[src/rtl/ddr_init_pkg.sv]
package ddr_init_pkg;
  localparam int ADDR_W    = 13;
  localparam int BIT_DLLOFF = 0;
  localparam int BIT_DLLRST = 8;
  localparam int BIT_ALLBK  = 10;

  typedef enum logic [3:0] {
    ST_PWR, ST_STABLE, ST_CKE, ST_PRE1, ST_EMRS, ST_MRS_RST,
    ST_PRE2, ST_REF, ST_MRS_FIN, ST_GAP, ST_DONE
  } st_e;

  typedef enum logic [2:0] {C_NOP, C_PRE_ALL, C_REF, C_MRS, C_EMRS} cmd_e;

  // {cs_n, ras_n, cas_n, we_n}
  function automatic logic [3:0] pins_of(cmd_e c);
    case (c)
      C_PRE_ALL:      return 4'b0010;
      C_REF:          return 4'b0001;
      C_MRS, C_EMRS:  return 4'b0000;
      default:        return 4'b0111;
    endcase
  endfunction

  function automatic logic [1:0] bank_of(cmd_e c);
    return (c == C_EMRS) ? 2'b01 : 2'b00;
  endfunction

  function automatic int max2(int a, int b);
    return (a > b) ? a : b;
  endfunction

  function automatic logic [ADDR_W-1:0] emr_word(logic [ADDR_W-1:0] v);
    logic [ADDR_W-1:0] r;
    r = v;
    r[BIT_DLLOFF] = 1'b0;
    return r;
  endfunction

  function automatic logic [ADDR_W-1:0] mr_word(logic [ADDR_W-1:0] v, logic dll_rst);
    logic [ADDR_W-1:0] r;
    r = v;
    r[BIT_DLLRST] = dll_rst;
    return r;
  endfunction
endpackage

[src/rtl/ddr_init_timer.sv]
module ddr_init_timer #(
  parameter int CNT_W = 8
) (
  input  logic             clk,
  input  logic             rst,
  input  logic             load,
  input  logic [CNT_W-1:0] load_val,
  input  logic             dec,
  output logic [CNT_W-1:0] cnt,
  output logic             last
);
  always_ff @(posedge clk) begin
    if (rst)                      cnt <= '0;
    else if (load)                cnt <= load_val;
    else if (dec && cnt != '0)    cnt <= cnt - 1'b1;
  end
  assign last = (cnt == CNT_W'(1));
endmodule

[src/rtl/ddr_init_cmd_enc.sv]
module ddr_init_cmd_enc
  import ddr_init_pkg::*;
(
  input  cmd_e              cmd,
  input  logic [ADDR_W-1:0] addr_in,
  output logic              cs_n,
  output logic              ras_n,
  output logic              cas_n,
  output logic              we_n,
  output logic [1:0]        ba,
  output logic [ADDR_W-1:0] addr,
  output logic              is_pre
);
  always_comb begin
    {cs_n, ras_n, cas_n, we_n} = pins_of(cmd);
    ba     = bank_of(cmd);
    addr   = addr_in;
    is_pre = (cmd == C_PRE_ALL);
    if (cmd == C_PRE_ALL) addr[BIT_ALLBK] = 1'b1;
  end
endmodule

[src/rtl/ddr_init_seq.sv]
module ddr_init_seq
  import ddr_init_pkg::*;
#(
  parameter int              STABLE_CYC  = 25000,
  parameter int              CKE_NOP_CYC = 4,
  parameter int              TRP_CYC     = 3,
  parameter int              TMRD_CYC    = 2,
  parameter int              LOCK_CYC    = 200,
  parameter int              TRFC_CYC    = 9,
  parameter int              NUM_REF     = 2,
  parameter logic [12:0]     EMR_VAL     = 13'h0000,
  parameter logic [12:0]     MR_VAL      = 13'h0032
) (
  input  logic        clk,
  input  logic        rst,
  input  logic        pwr_good,
  output logic        cke,
  output logic        cs_n,
  output logic        ras_n,
  output logic        cas_n,
  output logic        we_n,
  output logic [1:0]  ba,
  output logic [12:0] addr,
  output logic        init_done
);
  localparam int STABLE_G = max2(STABLE_CYC, 1);
  localparam int CKE_G    = max2(CKE_NOP_CYC, 1);
  localparam int TRP_G    = max2(TRP_CYC, 2);
  localparam int TMRD_G   = max2(TMRD_CYC, 2);
  localparam int TRFC_G   = max2(TRFC_CYC, 2);
  localparam int LOCK_G   = max2(max2(LOCK_CYC, TMRD_G), 2);
  localparam int REF_N    = max2(NUM_REF, 2);
  localparam int MAX_CNT  = max2(max2(STABLE_G, LOCK_G),
                                 max2(max2(TRP_G, TMRD_G), max2(TRFC_G, CKE_G)));
  localparam int CNT_W    = $clog2(MAX_CNT + 1);
  localparam int REF_W    = $clog2(REF_N + 1);

  st_e               st, st_nxt, after_gap, after_gap_nxt;
  logic [REF_W-1:0]  ref_cnt;
  logic              ref_inc;
  logic              t_load, t_dec, t_last;
  logic [CNT_W-1:0]  t_val, t_cnt;
  cmd_e              cmd;
  logic [ADDR_W-1:0] addr_c;
  logic              cke_c, done_c;

  // named events for the checker
  logic              in_gap, cmd_fire, pre_fire;
  logic [31:0]       gap_cnt;

  always_comb begin
    st_nxt        = st;
    after_gap_nxt = after_gap;
    t_load        = 1'b0;
    t_val         = '0;
    t_dec         = 1'b0;
    ref_inc       = 1'b0;
    cmd           = C_NOP;
    addr_c        = '0;
    cke_c         = 1'b1;
    done_c        = 1'b0;
    case (st)
      ST_PWR: begin
        cke_c = 1'b0;
        if (pwr_good) begin
          st_nxt = ST_STABLE; t_load = 1'b1; t_val = CNT_W'(STABLE_G);
        end
      end
      ST_STABLE: begin
        cke_c = 1'b0; t_dec = 1'b1;
        if (t_last) begin
          st_nxt = ST_CKE; t_load = 1'b1; t_val = CNT_W'(CKE_G);
        end
      end
      ST_CKE: begin
        t_dec = 1'b1;
        if (t_last) st_nxt = ST_PRE1;
      end
      ST_PRE1: begin
        cmd = C_PRE_ALL; st_nxt = ST_GAP; after_gap_nxt = ST_EMRS;
        t_load = 1'b1; t_val = CNT_W'(TRP_G - 1);
      end
      ST_EMRS: begin
        cmd = C_EMRS; addr_c = emr_word(EMR_VAL);
        st_nxt = ST_GAP; after_gap_nxt = ST_MRS_RST;
        t_load = 1'b1; t_val = CNT_W'(TMRD_G - 1);
      end
      ST_MRS_RST: begin
        cmd = C_MRS; addr_c = mr_word(MR_VAL, 1'b1);
        st_nxt = ST_GAP; after_gap_nxt = ST_PRE2;
        t_load = 1'b1; t_val = CNT_W'(LOCK_G - 1);
      end
      ST_PRE2: begin
        cmd = C_PRE_ALL; st_nxt = ST_GAP; after_gap_nxt = ST_REF;
        t_load = 1'b1; t_val = CNT_W'(TRP_G - 1);
      end
      ST_REF: begin
        cmd = C_REF; ref_inc = 1'b1; st_nxt = ST_GAP;
        after_gap_nxt = (ref_cnt == REF_W'(REF_N - 1)) ? ST_MRS_FIN : ST_REF;
        t_load = 1'b1; t_val = CNT_W'(TRFC_G - 1);
      end
      ST_MRS_FIN: begin
        cmd = C_MRS; addr_c = mr_word(MR_VAL, 1'b0);
        st_nxt = ST_GAP; after_gap_nxt = ST_DONE;
        t_load = 1'b1; t_val = CNT_W'(TMRD_G - 1);
      end
      ST_GAP: begin
        t_dec = 1'b1;
        if (t_last) st_nxt = after_gap;
      end
      ST_DONE: done_c = 1'b1;
      default: st_nxt = ST_PWR;
    endcase
  end

  always_ff @(posedge clk) begin
    if (rst) begin
      st        <= ST_PWR;
      after_gap <= ST_PWR;
      ref_cnt   <= '0;
    end else begin
      st        <= st_nxt;
      after_gap <= after_gap_nxt;
      if (ref_inc) ref_cnt <= ref_cnt + 1'b1;
    end
  end

  ddr_init_timer #(.CNT_W(CNT_W)) u_timer (
    .clk(clk), .rst(rst), .load(t_load), .load_val(t_val),
    .dec(t_dec), .cnt(t_cnt), .last(t_last)
  );

  ddr_init_cmd_enc u_enc (
    .cmd(cmd), .addr_in(addr_c), .cs_n(cs_n), .ras_n(ras_n),
    .cas_n(cas_n), .we_n(we_n), .ba(ba), .addr(addr), .is_pre(pre_fire)
  );

  assign cke       = cke_c;
  assign init_done = done_c;
  assign in_gap    = (st == ST_GAP);
  assign cmd_fire  = (cmd != C_NOP);
  assign gap_cnt   = 32'(t_cnt);
endmodule

[config.mk]
export PLATFORM = sky130hd
export DESIGN_NAME = ddr_init_seq
export DESIGN_NICKNAME = d
export VERILOG_FILES = /design/src/rtl/ddr_init_pkg.sv /design/src/rtl/ddr_init_timer.sv /design/src/rtl/ddr_init_cmd_enc.sv /design/src/rtl/ddr_init_seq.sv
export SDC_FILE = /design/constraint.sdc
export NUM_CORES = 1
export LEC_CHECK = 0
export ABC_AREA = 1
export CELL_PAD_IN_SITES_DETAIL_PLACEMENT = 0
export CELL_PAD_IN_SITES_GLOBAL_PLACEMENT = 1
export CORE_ASPECT_RATIO = 0.8
export CORE_MARGIN = 2
export CORE_UTILIZATION = 46
export CTS_BUF_LIST = sky130_fd_sc_hd__clkbuf_8
export CTS_CLUSTER_DIAMETER = 200
export DETAILED_ROUTE_END_ITERATION = 16
export DONT_BUFFER_PORTS = 1
export GPL_TIMING_DRIVEN = 0
export PLACE_DENSITY = 0.88
export SYNTH_ARGS = -nofsm -noshare
export SYNTH_HDL_FRONTEND = slang
export SYNTH_SLANG_ARGS = --single-unit
[constraint.sdc]
create_clock -name clk -period 2.1 [get_ports clk]
set_clock_uncertainty 0.05 [all_clocks]
set_input_delay 0.42 -clock clk [delete_from_list [all_inputs] [get_ports clk]]
set_output_delay 0.42 -clock clk [all_outputs]
set_load 0.02 [all_outputs]
==> metrics.cfg, run 1 <==
[worst_setup_path]
crit_arrival_ns=1.53
path_cells=inv_1 -> nand2_2 -> nor2_4 -> inv_2 -> nand2_4 -> buf_4
path_class=reg2out
max_stage_delay_ns=0.34
endpoint_kind=output pin
r2r_start=u_timer.cnt[0]
startpoint_type=flop
r2r_slack_ns=0.26
crit_path_top_delay_cell=dfxtp_1
critPathMaxFanout=6
ff2ff_path_depth=10
timing.critical_path.required_ns=1.63
reg2reg_to=u_timer.cnt[6]

[sta]
setup-tns-final_ns=0
post-route-period-util_pct=95.27
worst_hold_slack_ns=0.4247
rsz0062_at_grt=false
timing.slew.headroom_pct=62.34
period_minus_slack_ns=2.001
max_freq_mhz=499.8
worstMarginPinSlew_ns=0.5628
report.final.slew_viol_count=0
finalHoldViolCount=0
setup_violations=0

[synth]
syn_inst=261
synthDominantAreaCellType=dfxtp_1
synth_top_area_share_pct=30.33
syn_area_per_cell_um2=6.323
synth_area_leaders=dfxtp_1 30%, nand2_1 13%, nor2_1 9.8%
syn_area_um2=1650
ys_warn_count=0
synth.distinct_cells=28
ys_seq_area_share_pct=30.33
synth_seq_cells=25

[clocking]
root_buffer=clkbuf_8
hold_buffers=0
cts.sinks=25
clock_path_buffers=2
cts_tree=yes
cts_buffers=3
post-cts-setup-buffer-count=0
htreeDepth=1
path_clk_slew_ns=0.09
clock_latency_ns=0.27

[drt]
first_iter_violations=92
drt-total-wl_mm=3.744
first_pass_iters=5
routedWlPerCell_um=11.85
route.detailed.drc=0
num_vias=1538
ant_nets=0
viasPerCell=4.867

[placed_design]
hpwl_mm=2.891
placed_area_um2=1737
place.gp.congestion=0.8256
io_buffer_count=0

[global_routing]
grt_pass1_vias=1393
antenna_found_initial=0
grt_max_degree=14
grt.total_usage_pct=19.86
grt_pass1_wl_mm=6.492
grt-ovfl-total=0

[layout]
areaGrowthSynthToFinish_pct=10.46
diodes=0
layout.nets=281
drive_gt1_share_pct=14.60
final_area_um2=1823
n_fill_cell=370

[worst_hold_path]
hp-start=ref_cnt[0]
holdPathStages=2
hold_path_class=reg2reg
hold_path_end=ref_cnt[0]

[power_and_ir_drop]
powerDensity_nw_per_um2=1453
p_leak_nw=0.8882
swShare_pct=51.83
seqPwrFrac_pct=27.3
power_frac_clock_pct=10.9
power.switching_mw=1.373
ir_drop_uv=771.5
internal-power_mw=1.276
comb_power_share_pct=61.9

[floorplan]
die-width_um=70.97
core_area_um2=3423
die-area_um2=4086
die_h_um=57.58
ios=24
rows=19
start_util_pct=48.21

[status]
status=finished clean

[flow_run]
cap_viol_max_count=0

cell usage in the layout, fill, tap and decap left out:
cell type	count
xnor2_1	2
conb_1	10
nand2_1	54
inv_2	3
a21oi_1	20
nand3_1	14
nand3_2	2
xor2_1	2
dfxtp_1	25
o21bai_1	1
buf_4	12
nand3_4	1
clkbuf_1	2
a31oi_1	1
nor2_2	5
nand2_2	5
nand3b_1	2
inv_1	38
a41oi_1	1
o21ai_1	1
nand4_1	3
nor3_4	1
ha_1	3
nor2_1	40
nand2_4	3
and3_1	1
o21ai_0	14
nor2_4	5
clkbuf_8	3
per-stage QoR:
step                util, %  total power [mW]  worst slack (ns)  cells
floorplan                 -             2.034           0.08879    270
global placement      50.73             2.329           -0.1678    312
detailed placement    50.73             2.327           -0.1517    312
CTS                   52.96             2.639           0.01250    316
global route          53.25             2.931          0.009939    316
finish                53.25             2.648           0.09923    316
cell usage after synthesis, drive strengths merged:
cell / count
o21ai: 15
nor3: 1
o21bai: 1
ha: 3
xor2: 2
nand4: 3
buf: 12
a21oi: 20
dfxtp: 25
nand2: 62
nor2: 50
inv: 40
clkbuf: 2
a41oi: 1
xnor2: 2
conb: 1
nand3b: 2
a31oi: 1
and3: 1
nand3: 17
registers in the layout (all words and copies together), names as in the netlist:
| name | flops |
|---|---|
| after_gap | 4 |
| ref_cnt | 2 |
| st | 4 |
| u_timer.cnt | 15 |
kinds of logic after synthesis:
family	Yosys count	share of synthesized area [%]
and+or+nand+nor	136	38.06
DFF	25	30.33
other	1	0.2272
AOI/OAI and AO/OA	38	11.98
buffers and inverters	54	15.01
adders and majority gates	3	2.275
xor gates and xnor gates	4	2.123
power by group through the flow:
stage | clock, mW | combinational [mW] | sequential, mW
final | 0.288 | 1.64 | 0.723
after global routing | 0.319 | 1.87 | 0.740
after CTS | 0.296 | 1.62 | 0.720
after detailed placement | 0 | 1.60 | 0.730
after global placement | 0 | 1.60 | 0.732
after floorplan | 0 | 1.33 | 0.704
cell type report:
class	count	area, um^2	share of cell area (%)
Inverter	40	150.1	8.236
Multi-Input combinational cell	191	977.2	53.60
Tap cell	42	52.55	2.883
Clock buffer	3	41.29	2.265
Clock inverter	1	3.754	0.2059
Sequential cell	25	500.5	27.45
Buffer	14	97.59	5.353
worst max-delay path: cells and delay by family (launching register included):
family / cells / cell delay (ns)
simple gates: 3 / 0.54
buf+inv: 3 / 0.37
flops: 1 / 0.34
timing repair:
| item | 4_1_cts | 5_1_grt |
|---|---|---|
| gates resized for setup | 8 | 4 |
| hold endpoints to repair | 0 | 0 |
| endpoints found under the setup margin | 4 | 5 |
| pin swaps | 1 | 0 |
metal layers:
layer,vias up,GRT usage [%],share of wire [%]
met5,-,0,0
met4,0,4.313,0.64
met3,2,4.947,6.0
met2,44,28.70,39
met1,668,29.83,54
li1,824,-,-
worst max path at each step:
stage / from / to / slack [ns]
final: st[3] / addr[4] / 0.1
after global routing: st[3] / addr[4] / 0.01
after CTS: st[1] / cas_n / 0.01
after detailed placement: st[3] / cas_n / -0.15
after global placement: st[3] / cas_n / -0.17
after floorplan: st[3] / cas_n / 0.09
No activity file was read; power rests on OpenSTA's default activity.
==> inputs of run 2 (changes only) <==
- CORE_UTILIZATION: 46 -> 35
- PLACE_DENSITY: 0.88 -> 0.71
==> run 2 against run 1 <==
Net effect: setup slack worse by 0.0015 ns; sequential share of layout area shrank 0.39 points; first-iteration DRC count is 9.8% lower; fmax is essentially flat; sequential power hardly changed; worst hold slack worse by 0.0010 ns; register-to-register slack got worse by 0.03 ns; via count shrank 0.26%; sequential cell count did not move; combinational power about the same; critical path type unchanged; largest power group unchanged.
==> metrics.cfg, run 2 (synthesis results as in run 1) <==
[drt]
drt-total-wl_mm=3.921  ; was 3.744 mm
first_iter_violations=83  ; was 92
first_pass_iters=4  ; was 5
ant_nets=0  ; unchanged
num_vias=1534  ; was 1,538
viasPerCell=4.593  ; was 4.867
routedWlPerCell_um=11.74  ; was 11.85 um
route.detailed.drc=0  ; unchanged

[floorplan]
die-area_um2=5284  ; was 4086 um^2
die_h_um=65.42  ; was 57.58 um
start_util_pct=36.12  ; was 48.21%
ios=24  ; unchanged
die-width_um=80.77  ; was 70.97 um
rows=22  ; was 19
core_area_um2=4569  ; was 3423 um^2

[sta]
max_freq_mhz=499.4  ; was 499.8 MHz
setup_ws_ns=0.09769  ; was 0.09923 ns
report.final.slew_viol_count=0  ; unchanged
worst_hold_slack_ns=0.4237  ; was 0.4247 ns
period_minus_slack_ns=2.002  ; was 2.001 ns
rsz0062_at_grt=false  ; unchanged
finalHoldViolCount=0  ; unchanged
setup_violations=0  ; unchanged
post-route-period-util_pct=95.35  ; was 95.27%

[power_and_ir_drop]
p_leak_nw=0.8883  ; was 0.8882 nW
powerDensity_nw_per_um2=1436  ; was 1453 nW/um^2
ir_drop_uv=566.3  ; was 771.5 uV

[clocking]
cts_buffers=3  ; unchanged
clock_latency_ns=0.28  ; was 0.27 ns
htreeDepth=1  ; unchanged
path_clk_slew_ns=0.10  ; was 0.09 ns
root_buffer=clkbuf_8  ; unchanged
hold_buffers=0  ; unchanged
clock_path_buffers=2  ; unchanged
cts.sinks=25  ; unchanged
cts_tree=yes  ; unchanged
post-cts-setup-buffer-count=0  ; unchanged

[worst_setup_path]
startpoint_type=flop  ; unchanged
path_class=reg2out  ; unchanged
max_stage_delay_ns=0.36  ; was 0.34 ns
path_buf_inv=3  ; unchanged
crit_family=simple AND/OR/NAND/NOR gates  ; unchanged
timing.critical_path.required_ns=1.63  ; about the same
endpoint_kind=output pin  ; unchanged
crit_arrival_ns=1.53  ; about the same
crit_path_top_delay_cell=dfxtp_1  ; unchanged
path_cells=inv_1 -> nand2_1 -> nor2_4 -> inv_4 -> nand2_4 -> buf_4  ; was inv_1 -> nand2_2 -> nor2_4 -> inv_2 -> nand2_4 -> buf_4
critPathMaxFanout=6  ; unchanged

[global_routing]
antenna_found_initial=0  ; unchanged
grt.total_usage_pct=16.54  ; was 19.86%
grt_pass1_vias=1420  ; was 1,393
grt-ovfl-total=0  ; unchanged
grt_max_degree=15  ; was 14
grt_pass1_wl_mm=6.796  ; was 6.492 mm

[layout]
final_area_um2=1849  ; was 1823 um^2
n_fill_cell=540  ; was 370
fin_cells=334  ; was 316
layout_commonest_cell=nand2_1  ; unchanged
multi_input_area_um2=977.2  ; unchanged
areaGrowthSynthToFinish_pct=12.05  ; was 10.46%
diodes=0  ; unchanged
layout.nets=281  ; unchanged
largest-register=u_timer.cnt  ; unchanged
drive_gt1_share_pct=14.96  ; was 14.60%
layout_common_cells=55 x nand2_1, 39 x nor2_1, 37 x inv_1  ; was 54 x nand2_1, 40 x nor2_1, 38 x inv_1
reg_top3=u_timer.cnt (15), after_gap (4), st (4)  ; unchanged
largest_register_ffs=15  ; unchanged
seq_area_um2=500.5  ; unchanged

[placed_design]
placed_cells=330  ; was 312
dp_worst_setup_slack_ns=-0.1688  ; was -0.1517 ns
io_buffer_count=0  ; unchanged
place.gp.congestion=0.8278  ; was 0.8256
hpwl_mm=3.060  ; was 2.891 mm
placed_area_um2=1759  ; was 1737 um^2

[worst_hold_path]
hold_path_class=reg2reg  ; unchanged

[flow_run]
cap_viol_max_count=0  ; unchanged

[status]
status=finished clean  ; unchanged

## run 2: changes by cell type in the layout (fill, tap and decap cells not counted)
cell,delta
nand2_2,-1
inv_4,+1
inv_1,-1
inv_2,-1
nand2_1,+1
nor2_1,-1
clkinv_2,+1
nor2_2,+1
## run 2: cell type report
class / count / area share (%)
Multi-Input combinational cell: 191 / 52.84
Sequential cell: 25 / 27.06
Inverter: 40 / 8.254
Buffer: 14 / 5.277
Tap cell: 60 / 4.060
Clock buffer: 3 / 2.233
Clock inverter: 1 / 0.2706
## run 2: power by group
group / internal [mW] / leakage [nW] / switching (mW) / total, mW
logic: 0.537 / 0.658 / 1.10 / 1.63
registers: 0.608 / 0.205 / 0.113 / 0.721
clock network: 0.133 / 0.0255 / 0.169 / 0.302
total: 1.28 / 0.888 / 1.38 / 2.66
## run 2: final timing paths
path,slack (ns),from,endpoint,cells past startpoint
worst max register to register,0.23,u_timer.cnt[0],u_timer.cnt[1],10
worst min register to register,0.42,ref_cnt[0],ref_cnt[0],2
worst max-delay path,0.1,st[1],addr[5],6
worst min-delay path,0.42,ref_cnt[0],ref_cnt[0],2
## run 2: through the flow
| stage | setup TNS [ns] | total power [mW] | utilization [%] |
|---|---|---|---|
| 3_5_place_dp | -0.3745 | 2.341 | 38.50 |
| 6_report | 0 | 2.656 | 40.47 |
| 3_3_place_gp | -0.4740 | 2.352 | 38.50 |
| 2_1_floorplan | 0 | 2.034 | - |
| 5_1_grt | 0 | 2.939 | 40.47 |
| 4_1_cts | 0 | 2.674 | 40.20 |
## run 2: worst reg2reg max path: stages (launching register included)
cell and delay (ns):
dfxtp_1 0.34, inv_1 0.14, ha_1 0.29, nand2_2 0.11, nor2_4 0.16, nand2_1 0.13, nand2_4 0.15, nand3_4 0.14
inv_2 0.10, nand2_1 0.05, a21oi_1 0.13
## run 2: layer usage
layer | share of wire, % | wire length (um) | vias to the layer above | track usage [%]
met3 | 4.6 | 181 | 4 | 3.434
met4 | 1.2 | 46 | 0 | 4.449
li1 | - | - | 824 | -
met2 | 39 | 1515 | 24 | 23.75
met1 | 56 | 2178 | 682 | 24.85
met5 | 0 | 0 | - | 0
## run 2: timing repair
item / in CTS / in global routing
pin swaps: 1 / 1
gates resized for setup: 8 / 5
endpoints found under the setup margin: 4 / 5
